$ cat config.mk
export PLATFORM = sky130hd
export DESIGN_NAME = dac_frame_writer
export DESIGN_NICKNAME = d
export VERILOG_FILES = /design/src/rtl/dac_wr_pkg.sv /design/src/rtl/dac_wr_timer.sv /design/src/rtl/dac_wr_shifter.sv /design/src/rtl/dac_frame_writer.sv
export SDC_FILE = /design/constraint.sdc
export NUM_CORES = 1
export LEC_CHECK = 0
export BUFFER_PORTS_ARGS = -buffer_cell sky130_fd_sc_hd__clkbuf_2
export CAP_MARGIN = 25
export CORE_UTILIZATION = 40
export DETAILED_ROUTE_END_ITERATION = 8
export SLEW_MARGIN = 20
export SYNTH_ARGS = -nofsm -noshare
export SYNTH_HDL_FRONTEND = slang
export SYNTH_SLANG_ARGS = --single-unit
$ cat constraint.sdc
create_clock -name clk -period 2.3 [get_ports clk]
set_input_delay 0.575 -clock clk [delete_from_list [all_inputs] [get_ports clk]]
set_output_delay 0.575 -clock clk [all_outputs]
set_load 0.1 [all_outputs]
$ cat src/rtl/dac_wr_pkg.sv
package dac_wr_pkg;

   typedef enum logic [2:0] {
      ST_IDLE  = 3'd0,
      ST_LEAD  = 3'd1,
      ST_SHIFT = 3'd2,
      ST_END   = 3'd3,
      ST_TAIL  = 3'd4
   } wr_state_t;

endpackage

$ cat src/rtl/dac_wr_timer.sv
module dac_wr_timer #(
   parameter int TMR_W = 4
) (
   input  logic             clk,
   input  logic             rst_n,
   input  logic             load,
   input  logic [TMR_W-1:0] load_val,
   output logic             zero
);

   logic [TMR_W-1:0] cnt_q;

   always_ff @(posedge clk or negedge rst_n) begin
      if (!rst_n) begin
         cnt_q <= '0;
      end else if (load) begin
         cnt_q <= load_val;
      end else if (cnt_q != '0) begin
         cnt_q <= cnt_q - 1'b1;
      end
   end

   assign zero = (cnt_q == '0);

endmodule

$ cat src/rtl/dac_wr_shifter.sv
module dac_wr_shifter #(
   parameter int FRAME_W = 16
) (
   input  logic               clk,
   input  logic               rst_n,
   input  logic               load,
   input  logic [FRAME_W-1:0] frame_in,
   input  logic               shift,
   input  logic               clr,
   output logic               msb_out
);

   logic [FRAME_W-1:0] sr_q;

   always_ff @(posedge clk or negedge rst_n) begin
      if (!rst_n) begin
         sr_q <= '0;
      end else if (load) begin
         sr_q <= frame_in;
      end else if (clr) begin
         sr_q <= '0;
      end else if (shift) begin
         sr_q <= {sr_q[FRAME_W-2:0], 1'b0};
      end
   end

   assign msb_out = sr_q[FRAME_W-1];

endmodule

$ cat src/rtl/dac_frame_writer.sv
module dac_frame_writer
   import dac_wr_pkg::*;
#(
   parameter int CODE_W   = 12,
   parameter int MODE_W   = 2,
   parameter int PAD_W    = 2,
   parameter int HALF_CYC = 4,
   parameter int GAP_CYC  = 5
) (
   input  logic              clk,
   input  logic              rst_n,
   input  logic              req_valid,
   output logic              req_ready,
   input  logic [CODE_W-1:0] req_code,
   input  logic [MODE_W-1:0] req_mode,
   output logic              ser_sync,
   output logic              ser_clk,
   output logic              ser_data,
   output logic              busy,
   output logic              done
);

   localparam int FRAME_W = PAD_W + MODE_W + CODE_W;
   localparam int CNT_W   = $clog2(FRAME_W + 1);
   localparam int TMR_MAX = (GAP_CYC > HALF_CYC) ? GAP_CYC : HALF_CYC;
   localparam int TMR_W   = $clog2(TMR_MAX + 1);
   localparam logic [TMR_W-1:0] GAP_LD  = TMR_W'(GAP_CYC - 1);
   localparam logic [TMR_W-1:0] HALF_LD = TMR_W'(HALF_CYC - 1);
   localparam logic [CNT_W-1:0] LAST_FALL = CNT_W'(FRAME_W - 1);

   // elaboration-time parameter checks
   if (HALF_CYC < 1) begin : g_bad_half
      $error("HALF_CYC must be at least 1");
   end
   if (GAP_CYC < 1) begin : g_bad_gap
      $error("GAP_CYC must be at least 1");
   end
   if (CODE_W < 1 || MODE_W < 1 || PAD_W < 0) begin : g_bad_width
      $error("field widths out of range");
   end

   // frame assembly: pad bits (if any) are driven as zero
   logic [FRAME_W-1:0] frame_word;
   if (PAD_W > 0) begin : g_pad
      assign frame_word = {{PAD_W{1'b0}}, req_mode, req_code};
   end else begin : g_nopad
      assign frame_word = {req_mode, req_code};
   end

   wr_state_t        state_q;
   logic             sync_q;
   logic             sclk_q;
   logic             done_q;
   logic [CNT_W-1:0] fall_q;

   logic             accept;
   logic             tmr_load;
   logic [TMR_W-1:0] tmr_val;
   logic             tmr_zero;
   logic             sh_shift;
   logic             sh_clr;
   logic             sh_msb;

   assign accept = req_valid && (state_q == ST_IDLE);

   always_comb begin
      tmr_load = 1'b0;
      tmr_val  = '0;
      sh_shift = 1'b0;
      sh_clr   = 1'b0;
      unique case (state_q)
         ST_IDLE: begin
            if (accept) begin
               tmr_load = 1'b1;
               tmr_val  = GAP_LD;
            end
         end
         ST_LEAD: begin
            if (tmr_zero) begin
               tmr_load = 1'b1;
               tmr_val  = HALF_LD;
            end
         end
         ST_SHIFT: begin
            if (tmr_zero) begin
               tmr_load = 1'b1;
               tmr_val  = HALF_LD;
               // advance data only on rising edges after the first bit
               sh_shift = !sclk_q && (fall_q != '0);
            end
         end
         ST_END: begin
            if (tmr_zero) begin
               tmr_load = 1'b1;
               tmr_val  = GAP_LD;
               sh_clr   = 1'b1;
            end
         end
         default: begin
         end
      endcase
   end

   always_ff @(posedge clk or negedge rst_n) begin
      if (!rst_n) begin
         state_q <= ST_IDLE;
         sync_q  <= 1'b0;
         sclk_q  <= 1'b0;
         done_q  <= 1'b0;
         fall_q  <= '0;
      end else begin
         done_q <= 1'b0;
         unique case (state_q)
            ST_IDLE: begin
               if (accept) begin
                  state_q <= ST_LEAD;
                  sync_q  <= 1'b1;
               end
            end
            ST_LEAD: begin
               if (tmr_zero) begin
                  state_q <= ST_SHIFT;
                  sync_q  <= 1'b0;
                  fall_q  <= '0;
               end
            end
            ST_SHIFT: begin
               if (tmr_zero) begin
                  if (!sclk_q) begin
                     sclk_q <= 1'b1;
                  end else begin
                     sclk_q <= 1'b0;
                     fall_q <= fall_q + 1'b1;
                     if (fall_q == LAST_FALL) begin
                        done_q  <= 1'b1;
                        state_q <= ST_END;
                     end
                  end
               end
            end
            ST_END: begin
               if (tmr_zero) begin
                  sync_q  <= 1'b1;
                  state_q <= ST_TAIL;
               end
            end
            ST_TAIL: begin
               if (tmr_zero) begin
                  sync_q  <= 1'b0;
                  state_q <= ST_IDLE;
               end
            end
            default: state_q <= ST_IDLE;
         endcase
      end
   end

   dac_wr_timer #(.TMR_W(TMR_W)) u_timer (
      .clk      (clk),
      .rst_n    (rst_n),
      .load     (tmr_load),
      .load_val (tmr_val),
      .zero     (tmr_zero)
   );

   dac_wr_shifter #(.FRAME_W(FRAME_W)) u_shifter (
      .clk      (clk),
      .rst_n    (rst_n),
      .load     (accept),
      .frame_in (frame_word),
      .shift    (sh_shift),
      .clr      (sh_clr),
      .msb_out  (sh_msb)
   );

   assign req_ready = (state_q == ST_IDLE);
   assign busy      = (state_q != ST_IDLE);
   assign ser_sync  = sync_q;
   assign ser_clk   = sclk_q;
   assign ser_data  = sh_msb;
   assign done      = done_q;

endmodule

**Yosys cells after proc, flatten, opt, wreduce, memory -nomap -nowiden**

Index checks and enable logic that the tools add are counted.

- Input port bits: 17
- Flip-flop bits (word level): 30

- Eq/ne operators: 13
- Muxes and demuxes: 36
- Add/subtract/negate cells: 2
- Reduce and logical (&&, ||, !) cells: 19

Operators by type and width:

| kind | count |
|---|---|
| $mux W16 | 3 |
| $mux W3 | 11 |
| $mux W5 | 3 |
| $pmux W3 S5 | 1 |
| $mux W1 | 13 |
| $ne A2 B2 Y1 const B | 6 |
| $reduce_bool A3 Y1 | 4 |
| $pmux W5 S2 | 1 |
| $pmux W3 S3 | 1 |
| $reduce_and A4 Y1 | 2 |
| $reduce_and A7 Y1 | 1 |
| $eq A3 B2 Y1 const B | 2 |
| $logic_not A3 Y1 | 2 |
| $add A5 B1 Y5 const B | 1 |
| $eq A5 B4 Y1 const B | 1 |
| $reduce_bool A5 Y1 | 1 |
| $ne A2 B1 Y1 const B | 2 |
| $reduce_bool A2 Y1 | 2 |
| $reduce_or A2 Y1 | 2 |
| $eq A3 B1 Y1 const B | 1 |
| $eq A3 B3 Y1 const B | 1 |
| $pmux W1 S3 | 1 |
| $reduce_or A3 Y1 | 1 |
| $sub A3 B1 Y3 const B | 1 |
| other kinds (5) | 6 |

**Depth between registers and ports, before layout**

- Depth after elaboration: 7
- Mapped depth: 7
- Depth with buffers taken out: 6

**Cells and area by module**

Synthesis repeated with hierarchy kept, for this count alone.

- Cells, all modules: 167
- Area, all modules: 1672.9 µm²

By module, submodules not included:

| module | instances | cells each | area each (µm²) | seq. area each (µm²) |
|---|---|---|---|---|
| dac_wr_shifter | 1 | 71 | 759.5 | 400.4 |
| dac_frame_writer | 1 | 75 | 711.9 | 275.3 |
| dac_wr_timer | 1 | 21 | 201.4 | 75.1 |

**Least setup slack after synthesis**

Ideal clock, no wire load.

- Path type: register to output
- Start point: reg state_q[0]
- End point: out busy
- Setup slack: -2332 ps
- Required time: 1725 ps
- Stages on the path, launching flop included: 5
- Path buffers: 2
- Arrival: 4057 ps
- Cell sequence: dfrtp_1 -> buf_6 -> clkbuf_1 -> nor3_1 -> inv_1

- Cells in the longest elaborated chain, start to end: 1

Ends and longest elaborated chain:

| item | line | RTL |
|---|---|---|
| from (decl) | dac_frame_writer.sv:50 | `wr_state_t state_q;` |
| from (signal assigned) | dac_frame_writer.sv:106 | `state_q <= ST_IDLE;` |
| from (signal assigned) | dac_frame_writer.sv:116 | `state_q <= ST_LEAD;` |
| from (signal assigned) | dac_frame_writer.sv:122 | `state_q <= ST_SHIFT;` |
| $reduce_bool A3 Y1 | dac_frame_writer.sv:177 | `assign busy = (state_q != ST_IDLE);` |
| to (decl) | dac_frame_writer.sv:19 | `output logic busy,` |

Every way passes these cells.

**Final worst setup path**

- Start point: reg state_q[1]
- End point: out req_ready

- Cells in the longest elaborated chain, start to end: 1

Ends and longest elaborated chain:

| item | line | RTL |
|---|---|---|
| $logic_not A3 Y1 | dac_frame_writer.sv:176 | `assign req_ready = (state_q == ST_IDLE);` |
| to (decl) | dac_frame_writer.sv:13 | `output logic req_ready,` |

Every way passes these cells.

==> run summary <==
For the finished layout, the period the worst path requires is 2.16 ns. For the final total negative setup slack, the log shows 0 ns. Summing every instance area after synthesis gives 1720 um^2. Sequential-to-total area share from yosys stat: 43.8%.

Buffers inserted to repair hold after CTS numbered 0. Counting the buffers created by CTS gives 5. The number of violations of the max-capacitance limit came out at 0. The final layout contains 210 nets. For this run, design rule violations remaining after detail routing come to 0. Leaving out fill and tap cells, the most frequent cell in the layout is dfrtp_1. For this block, the routed nets add up to 3430 um of wire. The worst reg-to-reg path cell count was 6. For the maximum buffer depth of the clock tree, the log shows 2. The critical path goes through nor3_4 -> clkbuf_2. Global-route wire length before repair: 5840 um. From synthesis to final layout, the design area changed by 14.2%. In the synthesized netlist, the number of instances is 165. The type of element capturing the critical path is a primary output.

The initialized floorplan defines 23 standard-cell rows. Registers take 751 um^2. For this run, the number of Yosys warnings is 0. Summing the areas of all compound-gate instances in the mapped netlist gives 25.3% of the synthesized area. The setup check on the worst reg-to-reg path leaves a slack of 0.41 ns.

Endpoint of the worst-slack reg-to-reg timing path: u_shifter.sr_q[6]$_DFFE_PN0P_. After synthesis, the largest family of logic cells by area is compound AO/OA/AOI/OAI gates. The run gives 0.00937 ns as the worst clock skew.

Summing the areas of all fa, ha and maj instances in the mapped netlist gives 3.65% of the synthesized area. The logs give 50.7% for the headroom to the max-slew limit and 0 for the overflow left after global routing. After clock tree synthesis, the repair step resized 0 gates. Leaving out filler cells and counting taps, the final layout contains 238. The run finished with clean final reports. The routed via count divided by cell count came out at 5.55. The run gives 17.7% as the combined global-route utilization of all metal layers.

The worst setup path is launched from a flip-flop. STA puts the critical path data required time at 1.73 ns. Final setup violation count: 0. Buffer type at the clock tree root: clkbuf_8. The count of clock tree sinks was 30; the antenna cell count was 0. The detail route stage leaves a number of antenna-violating nets equal to 0. Measured against the total synthesized area, the mux share comes to 1.17%. The count of routing violations after the opening detailed-route iteration is 60.

Summing the areas of all xor and xnor instances in the mapped netlist gives 1.02% of the synthesized area. Total power for the finished layout comes to 2580 uW. The clock input transition at the sequential cells of the worst setup and hold paths came out at 0.07 ns. Grouping stages by cell kind, the critical path spends the most delay in flip-flops. The fraction of the mapped netlist area in simple logic gates works out to 18.9%. The final hold violation count is 0.

The timing endpoint of the critical path is req_ready. Number of enable flip-flop cells after synthesis: 0. The top cell types in the final layout, fill and taps aside, are dfrtp_1 (30), clkbuf_2 (22), o21ai_0 (21). Once the floorplan was initialized, standard cells occupied 42.3% of the core. The floorplan die area is 4550 um^2. The first TritonRoute pass finished after 4 iterations. The tools report the final RePlAce weighted congestion as 0.778.

23 I/O pins were placed. The tools report the first element of the critical path as state_q[1]$_DFFE_PN0P_. Dividing total power by cell area gives a power density of 1320 nW/um^2.

The path type of the worst min-delay path was primary input to asynchronous set/reset pin. The register bit total from synthesis was 30. Counting distinct cell types in the post-synthesis netlist gives 47. The tools report the via count of the first global-routing pass as 1285. TritonCTS built the clock tree. The critical path in this run is classified as flip-flop to primary output.

In this run the post-CTS setup repair buffer count came out at 0. When the netlist entered floorplanning its net count stood at 187. Static timing analysis puts the maximum clock frequency at 463 MHz.

The detail-routed net length per standard cell is 14.4 um. STA puts the critical path data arrival time at 1.58 ns. In the final layout, the share of cells above drive strength 1 is 27.7%.

The average footprint of a synthesized cell works out to 10.4 um^2. The count of buffer and inverter cells on the critical path came out at 1. The largest fanout of any net on the critical path was 15; the initial antenna violation count was 0.

The final core area utilization was 48.3%; the width of the chip was 67.5 um. Entering global routing, the biggest net connects 31 pins. The slowest stage of the critical path belongs to the cell dfrtp_1. Counting flops with an async set or reset pin after synthesis yields a share of 100%. The actual slew at the worst max-slew pin is 0.739 ns. Setup repair after global routing left no endpoint under its margin. In this run the vertical extent of the chip is 67.5 um. The H-tree was split into 2 levels. The number of gates on the worst path with buffers counted was 2; the core footprint was 4060 um^2. The run gives 0.439 ns as the worst slack at placement. The startpoint identified for the worst register-to-register timing path is u_timer.cnt_q[0]$_DFFE_PN0P_. After filler insertion, the fill cell instance count of the layout stands at 399. Counting tap cells, the placed design contains a total of 231 instances.

The clock reaches the later pin of the worst-skew pair after 0.28 ns. The worst-case IR drop observed on VDD is 0.595 mV. In this run the static leakage power is 0.000861 uW.

Number of vias after detailed routing: 1321. After layout, the worst setup slack is 0.142 ns. The HPWL after detailed placement is 2450 um.

The count of buffers added on input and output ports is 22. The largest single stage delay on the critical path is 0.57 ns. Among all flip-flop cells after synthesis, the most frequent one is dfrtp_1.

The max-slew violation count was 0; the share of the clock period used by the worst path after layout was 93.8%. Summing all multi-input logic gate instances after layout gives 870 um^2.
==> stage by stage <==
stage,hold slack [ns],instance area [um^2]
after floorplan,0.279,1730
after global placement,0.467,1850
after detailed placement,0.488,1850
after CTS,0.380,1960
after global routing,0.403,1960
final,0.339,1960
==> Yosys cell counts, types with 2 or more instances <==
cell type,instances,area [um^2]
nand2_1,19,71.3
inv_1,8,30.0
xnor2_1,2,17.5
nand2b_1,2,12.5
clkbuf_1,4,15.0
a32o_1,2,20.0
o21ai_0,21,105
a22oi_1,2,15.0
ha_1,5,62.6
a21oi_1,3,15.0
nor2_1,7,26.3
nor2b_1,6,37.5
mux2i_1,2,20.0
nor3_2,2,20.0
or3b_1,2,17.5
o21ai_1,4,20.0
a2bb2oi_2,10,150
dfrtp_1,30,751
inv_2,2,7.51
buf_6,3,33.8
a2bb2oi_1,3,26.3
==> power breakdown <==
part	internal, uW	switching [uW]
clock network	346	192
registers	727	218
logic	463	636
==> per-layer routing <==
layer  track usage (%)  share of wire (%)  wire length (um)
met4              10.1                2.1                73
met3              4.22                3.1               108
met2              28.7                 48              1660
met5                 0                  0                 0
met1              21.2                 46              1590
==> cell families (layout without fill, tap and decap cells) <==
logic type	after synthesis	in the layout
fa+ha+maj	5	5
buf+inv	18	41
flops	30	30
compound gates	55	55
simple gates	53	53
xor+xnor	2	2
mux	2	2
==> worst min path at each step <==
stage / startpoint / to / cells past startpoint
finish: rst_n / u_timer.cnt_q[0]$_DFFE_PN0P_ / 1
CTS: rst_n / u_timer.cnt_q[0]$_DFFE_PN0P_ / 1
global route: rst_n / u_timer.cnt_q[0]$_DFFE_PN0P_ / 1
floorplan: rst_n / done$_DFF_PN0_ / 0
detailed placement: u_timer.cnt_q[0]$_DFFE_PN0P_ / u_timer.cnt_q[0]$_DFFE_PN0P_ / 1
global placement: u_timer.cnt_q[0]$_DFFE_PN0P_ / u_timer.cnt_q[0]$_DFFE_PN0P_ / 1
==> area by class of cell <==
type | instances | share of cell area [%]
timing repair buffer | 24 | 6.39
clock buffer | 6 | 4.22
tap | 50 | 3.19
clock inverter | 1 | 1.53
inverter | 10 | 1.92
multi-input combinational | 117 | 44.4
sequential | 30 | 38.3
==> registers in the layout (all words and copies together), names as in the netlist <==
name,count
done,1
fall_q,5
ser_clk,1
ser_sync,1
state_q,3
u_shifter.sr_q,16
u_timer.cnt_q,3
Power figures use the tool's default switching activity.
